$ cat config.mk
export PLATFORM = sky130hd
export DESIGN_NAME = tlb_xlate
export DESIGN_NICKNAME = d
export VERILOG_FILES = /design/src/rtl/tlb_pkg.sv /design/src/rtl/tlb_lfsr.sv /design/src/rtl/tlb_cam.sv /design/src/rtl/tlb_victim.sv /design/src/rtl/tlb_xlate.sv
export SDC_FILE = /design/constraint.sdc
export NUM_CORES = 2
export LEC_CHECK = 0
export ABC_AREA = 1
export BUFFER_PORTS_ARGS = -buffer_cell sky130_fd_sc_hd__buf_2
export CORE_ASPECT_RATIO = 1.1
export CORE_MARGIN = 8
export CORE_UTILIZATION = 35
export DETAILED_ROUTE_END_ITERATION = 16
export HOLD_SLACK_MARGIN = 0.06
export PLACE_DENSITY_LB_ADDON = 0.05
export SLEW_MARGIN = 15
export SYNTH_ARGS = -nofsm -noshare
export SYNTH_HDL_FRONTEND = slang
export SYNTH_SLANG_ARGS = --single-unit
$ cat constraint.sdc
create_clock -name clk -period 3.1 [get_ports clk]
set_input_delay 0.155 -clock clk [delete_from_list [all_inputs] [get_ports clk]]
set_output_delay 0.155 -clock clk [all_outputs]
set_load 0.01 [all_outputs]
$ cat src/rtl/tlb_pkg.sv
package tlb_pkg;
    localparam int VA_W      = 32;
    localparam int PTE_W     = 32;
    localparam int OFF_W     = 12;
    localparam int BIG_OFF_W = 22;
    localparam int VPN_W     = VA_W - OFF_W;
    localparam int DIR_W     = VA_W - BIG_OFF_W;

    localparam int B_PRESENT = 0;
    localparam int B_WRITE   = 1;
    localparam int B_USER    = 2;
    localparam int B_ACC     = 5;
    localparam int B_DIRTY   = 6;
    localparam int B_LARGE   = 7;

    typedef enum logic [1:0] {
        CAUSE_NONE    = 2'd0,
        CAUSE_ABSENT  = 2'd1,
        CAUSE_WRPROT  = 2'd2,
        CAUSE_USRPROT = 2'd3
    } cause_e;

    typedef enum logic {
        ST_IDLE = 1'b0,
        ST_FILL = 1'b1
    } st_e;
endpackage

$ cat src/rtl/tlb_lfsr.sv
module tlb_lfsr #(
    parameter int               W    = 16,
    parameter logic [W-1:0]     TAPS = 16'hB400,
    parameter logic [W-1:0]     SEED = 16'hACE1
) (
    input  logic         clk,
    input  logic         rst_n,
    output logic [W-1:0] q
);
    always_ff @(posedge clk) begin
        if (!rst_n) q <= SEED;
        else        q <= {1'b0, q[W-1:1]} ^ (q[0] ? TAPS : '0);
    end
endmodule

$ cat src/rtl/tlb_cam.sv
module tlb_cam import tlb_pkg::*; #(
    parameter int ENTRIES = 8,
    parameter int IW      = 3
) (
    input  logic [ENTRIES-1:0]            ent_v,
    input  logic [ENTRIES-1:0][VPN_W-1:0] ent_tag,
    input  logic [ENTRIES-1:0]            ent_large,
    input  logic [VPN_W-1:0]              vpn,
    output logic                          hit,
    output logic [IW-1:0]                 idx
);
    logic [ENTRIES-1:0] match_v;

    for (genvar g = 0; g < ENTRIES; g++) begin : g_cmp
        assign match_v[g] = ent_v[g] &&
            (ent_large[g] ? (ent_tag[g][VPN_W-1:VPN_W-DIR_W] == vpn[VPN_W-1:VPN_W-DIR_W])
                          : (ent_tag[g] == vpn));
    end

    always_comb begin
        hit = 1'b0;
        idx = '0;
        for (int i = ENTRIES - 1; i >= 0; i--) begin
            if (match_v[i]) begin
                hit = 1'b1;
                idx = IW'(i);
            end
        end
    end
endmodule

$ cat src/rtl/tlb_victim.sv
module tlb_victim #(
    parameter int ENTRIES = 8,
    parameter int IW      = 3,
    parameter int RW      = 16
) (
    input  logic [ENTRIES-1:0] ent_v,
    input  logic [RW-1:0]      rnd,
    output logic [IW-1:0]      idx,
    output logic               evict
);
    logic [IW-1:0] free_idx;

    always_comb begin
        free_idx = '0;
        for (int i = ENTRIES - 1; i >= 0; i--) begin
            if (!ent_v[i]) free_idx = IW'(i);
        end
        evict = &ent_v;
        idx   = evict ? IW'(rnd % RW'(ENTRIES)) : free_idx;
    end
endmodule

$ cat src/rtl/tlb_xlate.sv
module tlb_xlate import tlb_pkg::*; #(
    parameter int ENTRIES = 8
) (
    input  logic              clk,
    input  logic              rst_n,
    input  logic              lk_valid,
    output logic              lk_ready,
    input  logic [31:0]       lk_vaddr,
    input  logic              lk_write,
    input  logic              lk_user,
    output logic              rsp_valid,
    output logic              rsp_hit,
    output logic              rsp_fault,
    output logic [1:0]        rsp_cause,
    output logic [31:0]       rsp_paddr,
    output logic              rf_req,
    output logic [31:0]       rf_vaddr,
    input  logic              rf_valid,
    input  logic [31:0]       rf_pte,
    input  logic              inv_valid,
    input  logic [19:0]       inv_vpn,
    output logic              wb_valid,
    output logic [19:0]       wb_vpn,
    output logic              wb_accessed,
    output logic              wb_dirty
);
    localparam int IW     = $clog2(ENTRIES);
    localparam int LFSR_W = 16;

    st_e state, state_nx;

    logic [ENTRIES-1:0]            ent_v;
    logic [ENTRIES-1:0][VPN_W-1:0] ent_tag;
    logic [ENTRIES-1:0][PTE_W-1:0] ent_pte;
    logic [ENTRIES-1:0]            ent_large;

    logic              lk_match, inv_match, vic_evict;
    logic [IW-1:0]     lk_idx, inv_idx, vic_idx;
    logic [LFSR_W-1:0] lfsr_q;
    logic [PTE_W-1:0]  hit_pte;
    cause_e            cause;
    logic [VA_W-1:0]   xl_paddr;
    logic              lk_go, inv_go, fill_go;
    logic [VA_W-1:0]   miss_va;

    for (genvar g = 0; g < ENTRIES; g++) begin : g_large
        assign ent_large[g] = ent_pte[g][B_LARGE];
    end

    tlb_cam #(.ENTRIES(ENTRIES), .IW(IW)) u_cam_lk (
        .ent_v(ent_v), .ent_tag(ent_tag), .ent_large(ent_large),
        .vpn(lk_vaddr[VA_W-1:OFF_W]), .hit(lk_match), .idx(lk_idx)
    );

    tlb_cam #(.ENTRIES(ENTRIES), .IW(IW)) u_cam_inv (
        .ent_v(ent_v), .ent_tag(ent_tag), .ent_large(ent_large),
        .vpn(inv_vpn), .hit(inv_match), .idx(inv_idx)
    );

    tlb_lfsr #(.W(LFSR_W)) u_lfsr (.clk(clk), .rst_n(rst_n), .q(lfsr_q));

    tlb_victim #(.ENTRIES(ENTRIES), .IW(IW), .RW(LFSR_W)) u_vic (
        .ent_v(ent_v), .rnd(lfsr_q), .idx(vic_idx), .evict(vic_evict)
    );

    // state register
    always_ff @(posedge clk) begin
        if (!rst_n) state <= ST_IDLE;
        else        state <= state_nx;
    end

    // next state and outputs
    always_comb begin
        state_nx = state;
        lk_ready = 1'b0;
        rf_req   = 1'b0;
        unique case (state)
            ST_IDLE: begin
                lk_ready = !inv_valid;
                if (lk_valid && !inv_valid && !lk_match) state_nx = ST_FILL; // idle_to_fill
            end
            ST_FILL: begin
                rf_req = 1'b1;
                if (rf_valid) state_nx = ST_IDLE;                            // fill_to_idle
            end
        endcase
        lk_go   = lk_valid && lk_ready;
        inv_go  = inv_valid && (state == ST_IDLE) && inv_match;
        fill_go = rf_req && rf_valid;
    end

    // permission check and address formation
    always_comb begin
        hit_pte = ent_pte[lk_idx];
        if (!hit_pte[B_PRESENT])                cause = CAUSE_ABSENT;
        else if (lk_user && !hit_pte[B_USER])   cause = CAUSE_USRPROT;
        else if (lk_write && !hit_pte[B_WRITE]) cause = CAUSE_WRPROT;
        else                                    cause = CAUSE_NONE;
        xl_paddr = hit_pte[B_LARGE] ? {hit_pte[PTE_W-1:BIG_OFF_W], lk_vaddr[BIG_OFF_W-1:0]}
                                    : {hit_pte[PTE_W-1:OFF_W],     lk_vaddr[OFF_W-1:0]};
    end

    assign rf_vaddr = miss_va;

    // slots, response and writeback registers
    always_ff @(posedge clk) begin
        if (!rst_n) begin
            ent_v       <= '0;
            ent_tag     <= '0;
            ent_pte     <= '0;
            rsp_valid   <= 1'b0;
            rsp_hit     <= 1'b0;
            rsp_fault   <= 1'b0;
            rsp_cause   <= CAUSE_NONE;
            rsp_paddr   <= '0;
            wb_valid    <= 1'b0;
            wb_vpn      <= '0;
            wb_accessed <= 1'b0;
            wb_dirty    <= 1'b0;
            miss_va     <= '0;
        end else begin
            rsp_valid <= lk_go;
            wb_valid  <= 1'b0;
            if (lk_go) begin
                rsp_hit   <= lk_match && (cause == CAUSE_NONE);
                rsp_fault <= lk_match && (cause != CAUSE_NONE);
                rsp_cause <= lk_match ? cause : CAUSE_NONE;
                rsp_paddr <= (lk_match && cause == CAUSE_NONE) ? xl_paddr : '0;
                if (lk_match && cause == CAUSE_NONE) begin
                    ent_pte[lk_idx][B_ACC] <= 1'b1;
                    if (lk_write) ent_pte[lk_idx][B_DIRTY] <= 1'b1;
                end
                if (!lk_match) miss_va <= lk_vaddr;
            end
            if (inv_go) begin
                ent_v[inv_idx] <= 1'b0;
                wb_valid       <= 1'b1;
                wb_vpn         <= ent_tag[inv_idx];
                wb_accessed    <= ent_pte[inv_idx][B_ACC];
                wb_dirty       <= ent_pte[inv_idx][B_DIRTY];
            end
            if (fill_go) begin
                ent_v[vic_idx]   <= 1'b1;
                ent_tag[vic_idx] <= miss_va[VA_W-1:OFF_W];
                ent_pte[vic_idx] <= rf_pte;
                if (vic_evict) begin
                    wb_valid    <= 1'b1;
                    wb_vpn      <= ent_tag[vic_idx];
                    wb_accessed <= ent_pte[vic_idx][B_ACC];
                    wb_dirty    <= ent_pte[vic_idx][B_DIRTY];
                end
            end
        end
    end
endmodule

== After elaboration in Yosys (flattened, before gate mapping) ==
Cells that the tools add are included.
Operators by class
  reductions and logical operators: 37
  magnitude comparators: 6
  bitwise logic cells: 8
  eq/ne operators: 32
  multiplexer cells: 113
Operators by type and width (count)
  $mux W256: 5
  $or A256 B256 Y256: 2
  $eq A20 B20 Y1: 16
  $bmux W32 S3: 3
  $demux W32 S3: 3
  $bwmux W256: 1
  $bwmux W160: 1
  $eq A10 B10 Y1: 16
  $bmux W20 S3: 2
  $mux W20: 6
  $mux W32: 3
  $mux W3: 25
  $demux W20 S3: 1
  $mux W1: 47
  $logic_and A1 B1 Y1: 29
  $mux W8: 3
  $mux W22: 1
  $mux W7: 3
  $mux W16: 1
  $xor A15 B16 Y16: 1
  $lt A3 B4 Y1 const B: 3
  $ge A3 B1 Y1 const B: 3
  $and A8 B8 Y8: 1
  $mux W2: 4
  11 further kinds: 16
Word-level totals
  input bits: 91
  output and inout bits: 94
  word-level logic and storage cells: 225
  flip-flop bits (word level): 533

== Depth between registers and ports, before layout ==
  depth after elaboration: 25
  gate-level depth with buffers: 27

== By module ==
A second synthesis with hierarchy kept.
Unflattened totals
  cell total of the unflattened synthesis: 3879
  area total of the unflattened synthesis: 25538.2 um^2
By module, submodules not included
  tlb_xlate: area each 20344.5 um^2, instances 1, cells an instance 2927
  tlb_cam: area each 2284.7 um^2, instances 2, cells an instance 436
  tlb_lfsr: area each 511.7 um^2, instances 1, cells an instance 56
  tlb_victim: area each 112.6 um^2, instances 1, cells an instance 24

== Least setup slack after synthesis ==
OpenSTA, ideal clock, no wires.
  path kind: register to register
  start point: register ent_tag[17] in the netlist's numbering
  end point: register rsp_hit
  clock period less this slack: 2.478 ns
  stages on the path, launching flop included: 20
  arrival: 2.351 ns
  library setup time: 0.128 ns
  path buffers: 3
  required time: 2.972 ns
  setup slack: 0.622 ns
  path through: dfxtp_1 inv_1 nand2_1 and2_1 nand3_1 nor4_1 nand2_1 nand2_1 nand3_1 buf_2 nand4_1 nand2_1 nor2_1 nand3_1 nand2_2 nor2_4 buf_6 buf_12 a21oi_1 nor2_1
Between the ends
  cells in the longest elaborated chain, start to end: 13
RTL lines
  start: declaration: RTL line tlb_xlate.sv:33  | logic [ENTRIES-1:0][VPN_W-1:0] ent_tag;
  start signal: indexed assignment: RTL line tlb_xlate.sv:144  | ent_tag[vic_idx] <= miss_va[VA_W-1:OFF_W];
  $eq A20 B20 Y1 / $eq A10 B10 Y1 (equally long branches): RTL line tlb_cam.sv:17, tlb_cam.sv:16
  $mux W1 *: RTL line tlb_cam.sv:16  | (ent_large[g] ? (ent_tag[g][VPN_W-1:VPN_W-DIR_W] == vpn[VPN_W-1:VPN_W-DIR_W])
  $logic_and A1 B1 Y1 *: RTL line tlb_cam.sv:15  | assign match_v[g] = ent_v[g] &&
  $mux W3: RTL line tlb_cam.sv:24  | if (match_v[i]) begin
  $bmux W32 S3: RTL line tlb_xlate.sv:94  | hit_pte = ent_pte[lk_idx];
  $mux W32 (not written as such): RTL line tlb_xlate.sv:94
  $logic_not A1 Y1: RTL line tlb_xlate.sv:97  | else if (lk_write && !hit_pte[B_WRITE]) cause = CAUSE_WRPROT;
  $logic_and A1 B1 Y1: RTL line tlb_xlate.sv:97
  $mux W2: RTL line tlb_xlate.sv:97
  $mux W2: RTL line tlb_xlate.sv:96  | else if (lk_user && !hit_pte[B_USER]) cause = CAUSE_USRPROT;
  $mux W2: RTL line tlb_xlate.sv:95  | if (!hit_pte[B_PRESENT]) cause = CAUSE_ABSENT;
  $logic_not A2 Y1: RTL line tlb_xlate.sv:125  | rsp_hit <= lk_match && (cause == CAUSE_NONE);
  $logic_and A1 B1 Y1 *: RTL line tlb_xlate.sv:125
  end signal: assignment: RTL line tlb_xlate.sv:125
  end: declaration: RTL line tlb_xlate.sv:12  | output logic rsp_hit,
Mark *: on every way between the ends. The rest lies on a longest branch, timed or not. The select of a mux whose other input is x is not followed.
A chain may end at the register's enable or synchronous reset.

== Final worst setup path ==
  start point: register ent_tag[96] in the netlist's numbering
  end point: register rsp_paddr[9]
Between the ends
  cells in the longest elaborated chain, start to end: 18
RTL lines
  $eq A20 B20 Y1 / $eq A10 B10 Y1 (equally long branches): RTL line tlb_cam.sv:17, tlb_cam.sv:16
  $mux W1 *: RTL line tlb_cam.sv:16
  $logic_and A1 B1 Y1 *: RTL line tlb_cam.sv:15
  $mux W3 (5 in series): RTL line tlb_cam.sv:24
  $bmux W32 S3: RTL line tlb_xlate.sv:94
  $mux W32 (not written as such): RTL line tlb_xlate.sv:94
  $logic_not A1 Y1: RTL line tlb_xlate.sv:97
  $logic_and A1 B1 Y1: RTL line tlb_xlate.sv:97
  $mux W2: RTL line tlb_xlate.sv:97
  $mux W2: RTL line tlb_xlate.sv:96
  $mux W2: RTL line tlb_xlate.sv:95
  $logic_not A2 Y1: RTL line tlb_xlate.sv:128  | rsp_paddr <= (lk_match && cause == CAUSE_NONE) ? xl_paddr : '0;
  $logic_and A1 B1 Y1 *: RTL line tlb_xlate.sv:128
  $mux W32 *: RTL line tlb_xlate.sv:128
  end signal: assignment: RTL line tlb_xlate.sv:128
  end: declaration: RTL line tlb_xlate.sv:15  | output logic [31:0] rsp_paddr,
Marked as above.

==> summary by stage <==
Status
The run finished with clean final reports.

Critical path
The worst register-to-register path ends at rsp_paddr[9]. The worst setup path is launched from a register. In this run the worst path has a maximum fanout of 8. The number of buffers and inverters on the critical path is 7.

The largest single stage delay on the critical path is 0.40 ns. The startpoint of the worst-slack reg-to-reg timing path is ent_tag[96]. The minimum setup slack among reg-to-reg paths is 0.01 ns. The critical path required time is 3.67 ns. Among cell families on the critical path, the largest total delay comes from simple AND/OR/NAND/NOR gates. STA puts the critical path data arrival time at 3.66 ns. For the worst flop-to-flop path, the logic depth is 25.

The critical path is of the reg2reg type. The category of the worst setup path capture point is a register. For this design, the slowest cell found on the critical path is dfxtp_2.

Placed design
Prior to clock tree synthesis, the placed netlist has a worst setup slack of -0.494 ns. The number of placed instances with taps included is 5849. The placed wire-length estimate is 116000 um.

The quantity of I/O buffers inserted on ports is 178. The placer's final routability congestion estimate is 1.09.

Cells and area
Leaving out fill and tap cells, the most frequent cells in the layout are nand2_1 (771), buf_4 (612), nor2_1 (478). Across the whole layout, storage elements account for 0.00986 mm^2. In the final layout, the share of cells above drive strength 1 is 0.295. The number of fill cells in the layout is 7989. Leaving out fill and tap cells, the most frequent cell in the layout is nand2_1. The layout overhead on the synthesized area is 44.5%. The footprint of the multi-input gates is 0.0162 mm^2.

The final net count is 5071. Once layout is complete, the cells apart from fillers number 6060.

Die
In this run the count of I/O pins placed on the die edge is 185. Measured along the y axis, the die boundary spans 308 um. The floorplan step defined a die boundary enclosing 0.0865 mm^2. The die is 281 um wide. The floorplan row count is 107. The initial utilization of the core area, before any placement, comes to 0.351. The floorplan step defined a core boundary enclosing 0.0770 mm^2.

Synthesis
The proportion of register bits with asynchronous set or reset after synthesis is 0. The cell area after synthesis is 0.0271 mm^2. Yosys mapped a number of flops with a built-in enable equal to 0.

The number of different library cells used by synthesis comes to 51. Of the synthesized area, sequential elements account for 0.359. Dividing the synthesized area by the synthesized cell count gives 6.41 um^2. Among all flip-flop cells after synthesis, the most frequent one is dfxtp_1.

Yosys printed 0 warnings. The total nets after synthesis is 4310. The cell count after synthesis came out at 4219. The synthesized design contains 485 register bits.

Drt
The average wire length per cell after detail routing is 25.8 um. The remaining routing DRC violations is 0. The number of routed nets with antenna violations is 0. For this block, the routed nets add up to 156000 um of wire. The first-pass detailed-route iteration total is 8. Summing over every cut layer, the via total after detailed routing is 33600. The initial DRC count is 3942. Using the TritonRoute via totals, the vias-per-cell ratio works out to 5.55.

Clock network
The total number of H-tree levels is 2. TritonCTS built the clock tree. After clock tree synthesis, the clock-pin slew on the worst setup and hold paths is 0.06 ns.

In this run, CTS created clock tree buffers numbering 57. The number of sinks driven by the clock tree is 485. The number of buffers on the longest clock path is 3. The cell sitting at the root of the clock tree is a clkbuf_16. For the worst-skew pair, the clock arrives at the later sink with an insertion delay of 0.66 ns.

Timing
The measured slew at the worst slew-check pin is 0.839 ns. The final hold violation count is 0. In the finished design, the share of the clock period the worst path needs comes to 0.997. For this run, the top clock speed supported by timing is 0.324 GHz. The relative slew slack is 0.441.

The setup skew after layout is 0.0353 ns. The number of slew-limit violations in the final report is 0. The routed design could run at a clock period as short as 3.09 ns. Setup repair after global routing could not meet its margin everywhere. The final-report setup violation count is 0.

After routing, the total negative slack on setup checks comes to 0 ns. Setup slack on the critical path of the routed design comes to 0.00984 ns.

Global routing
The aggregate global routing overflow is 0. The first global-routing pass estimated 220000 um of wire. In the global route stage, overall resource usage came out at 0.342. The number of global-route vias before repair is 31600. Entering global routing, the biggest net connects 93 pins. The initial antenna violation count was 6.

Pwr
In this run the power density over the cells is 388 mW/mm^2. The highest ir drop seen on vdd is 0.405 mV. The total power of the final layout is 15.2 mW.

The analysis attributes to cell leakage a power of 16.6 nW.

Min path
The tightest min-delay check is of the in2reg type. The path with the worst hold slack has its endpoint at wb_valid. The number of cells on the worst hold path is 5. The startpoint identified for the worst hold timing path is inv_valid.

Job
The max capacitance violation total is 0.
[synthesized netlist by cell type (2+ instances only)]
cell type	count	share of area
buf_2	60	0.011
o22ai_1	86	0.020
o31ai_1	22	0.0061
nand4_1	137	0.032
o2111ai_1	12	0.0039
buf_1	10	0.0014
buf_6	6	0.0025
nor4b_1	2	0.00065
dlygate4sd1_1	2	0.00065
nor2_1	531	0.074
nor3_1	45	0.0083
a22oi_1	2	0.00055
inv_1	375	0.052
or3_1	2	0.00046
nor2_4	2	0.00083
a221oi_1	18	0.0058
o21ai_0	455	0.084
nand2_1	896	0.12
nand3b_1	22	0.0061
clkbuf_1	184	0.026
xor2_1	57	0.018
nand3_1	251	0.046
a211oi_1	4	0.0011
o21ai_1	15	0.0028
nand2_2	14	0.0032
dfxtp_1	485	0.36
o211ai_1	8	0.0022
a21oi_1	381	0.070
a21oi_2	9	0.0029
a2111oi_0	3	0.00097
nand2_4	3	0.0012
or2_2	11	0.0025
xnor2_1	29	0.0094
clkinv_1	5	0.00069
nor2_2	5	0.0012
buf_4	11	0.0031
inv_2	13	0.0018
nor4_1	24	0.0055
o41ai_1	5	0.0016
nor3b_1	3	0.00083
and2_1	4	0.00092
[where the power goes]
part           switching [mW]  total (mW)  internal, mW
Combinational            1.10        1.75         0.650
Sequential             0.0896        6.37          6.28
Clock                    2.98        7.04          4.06
[through the flow]
stage / util / hold WS, ns / area [um^2]
global route: 0.508 / 0.114 / 39100
global placement: 0.442 / 0.396 / 34100
CTS: 0.484 / 0.0790 / 37300
floorplan: - / 0.291 / 27100
detailed placement: 0.442 / 0.399 / 34100
finish: 0.508 / 0.117 / 39100
[worst reg2reg max path: cells and delay by family (launching register included)]
| family | cells | cell delay [ns] |
|---|---|---|
| buffers and inverters | 7 | 0.95 |
| flip-flops | 1 | 0.40 |
| AO/OA/AOI/OAI | 3 | 0.47 |
| AND/OR/NAND/NOR | 15 | 1.22 |
[cell families after synthesis]
group,count (synthesis),share of synthesized area
simple gates,1955,0.309
compound gates,1025,0.204
buf+inv,668,0.0998
flops,485,0.359
xor+xnor,86,0.0278
[sequential cells by signal (all words and copies together), names as in the netlist]
name / flops
ent_pte: 200
ent_tag: 160
rf_vaddr: 32
rsp_paddr: 32
wb_vpn: 20
u_lfsr.q: 16
ent_large: 8
ent_v: 8
rsp_cause: 2
rsp_fault: 1
rsp_hit: 1
rsp_valid: 1
state: 1
wb_accessed: 1
wb_dirty: 1
wb_valid: 1
[area by class of cell]
| cell class | count | area share |
|---|---|---|
| multi-input cells | 3068 | 0.414 |
| flip-flops and latches | 485 | 0.252 |
| repair buffers | 975 | 0.213 |
| clock buffers | 84 | 0.0427 |
| inverters | 393 | 0.0386 |
| well taps | 1035 | 0.0331 |
| clock inverters | 18 | 0.00646 |
| diodes | 2 | 0.000128 |
[timing repair]
action                                 in CTS  in global routing
gates cloned                                6                 10
buffers inserted                           11                 35
resized for setup                         144                466
setup endpoints to repair                 113                267
pin swaps                                  43                157
hold buffers                               56                  0
endpoints found under the hold margin     247                  0
[layer usage]
layer  up-vias  GRT usage  share of wire
met4         6      0.144          0.048
li1      15600          -              -
met5         -          0        0.00022
met3       351     0.0656          0.092
met2      1726      0.523           0.43
met1     16000      0.467           0.43
[worst max-delay path by stage]
stage                      start             to  slack, ns  cells after the start
floorplan            ent_tag[17]        rsp_hit       0.62                     19
global placement    lk_vaddr[31]  rsp_paddr[20]      -0.50                     25
detailed placement  lk_vaddr[31]  rsp_paddr[20]      -0.49                     25
CTS                 ent_tag[117]   rsp_paddr[2]      -0.03                     26
global route         ent_tag[40]   rsp_paddr[3]      -0.10                     23
finish               ent_tag[96]   rsp_paddr[9]       0.01                     25
Note: power is estimated with default switching activity, not from simulation.
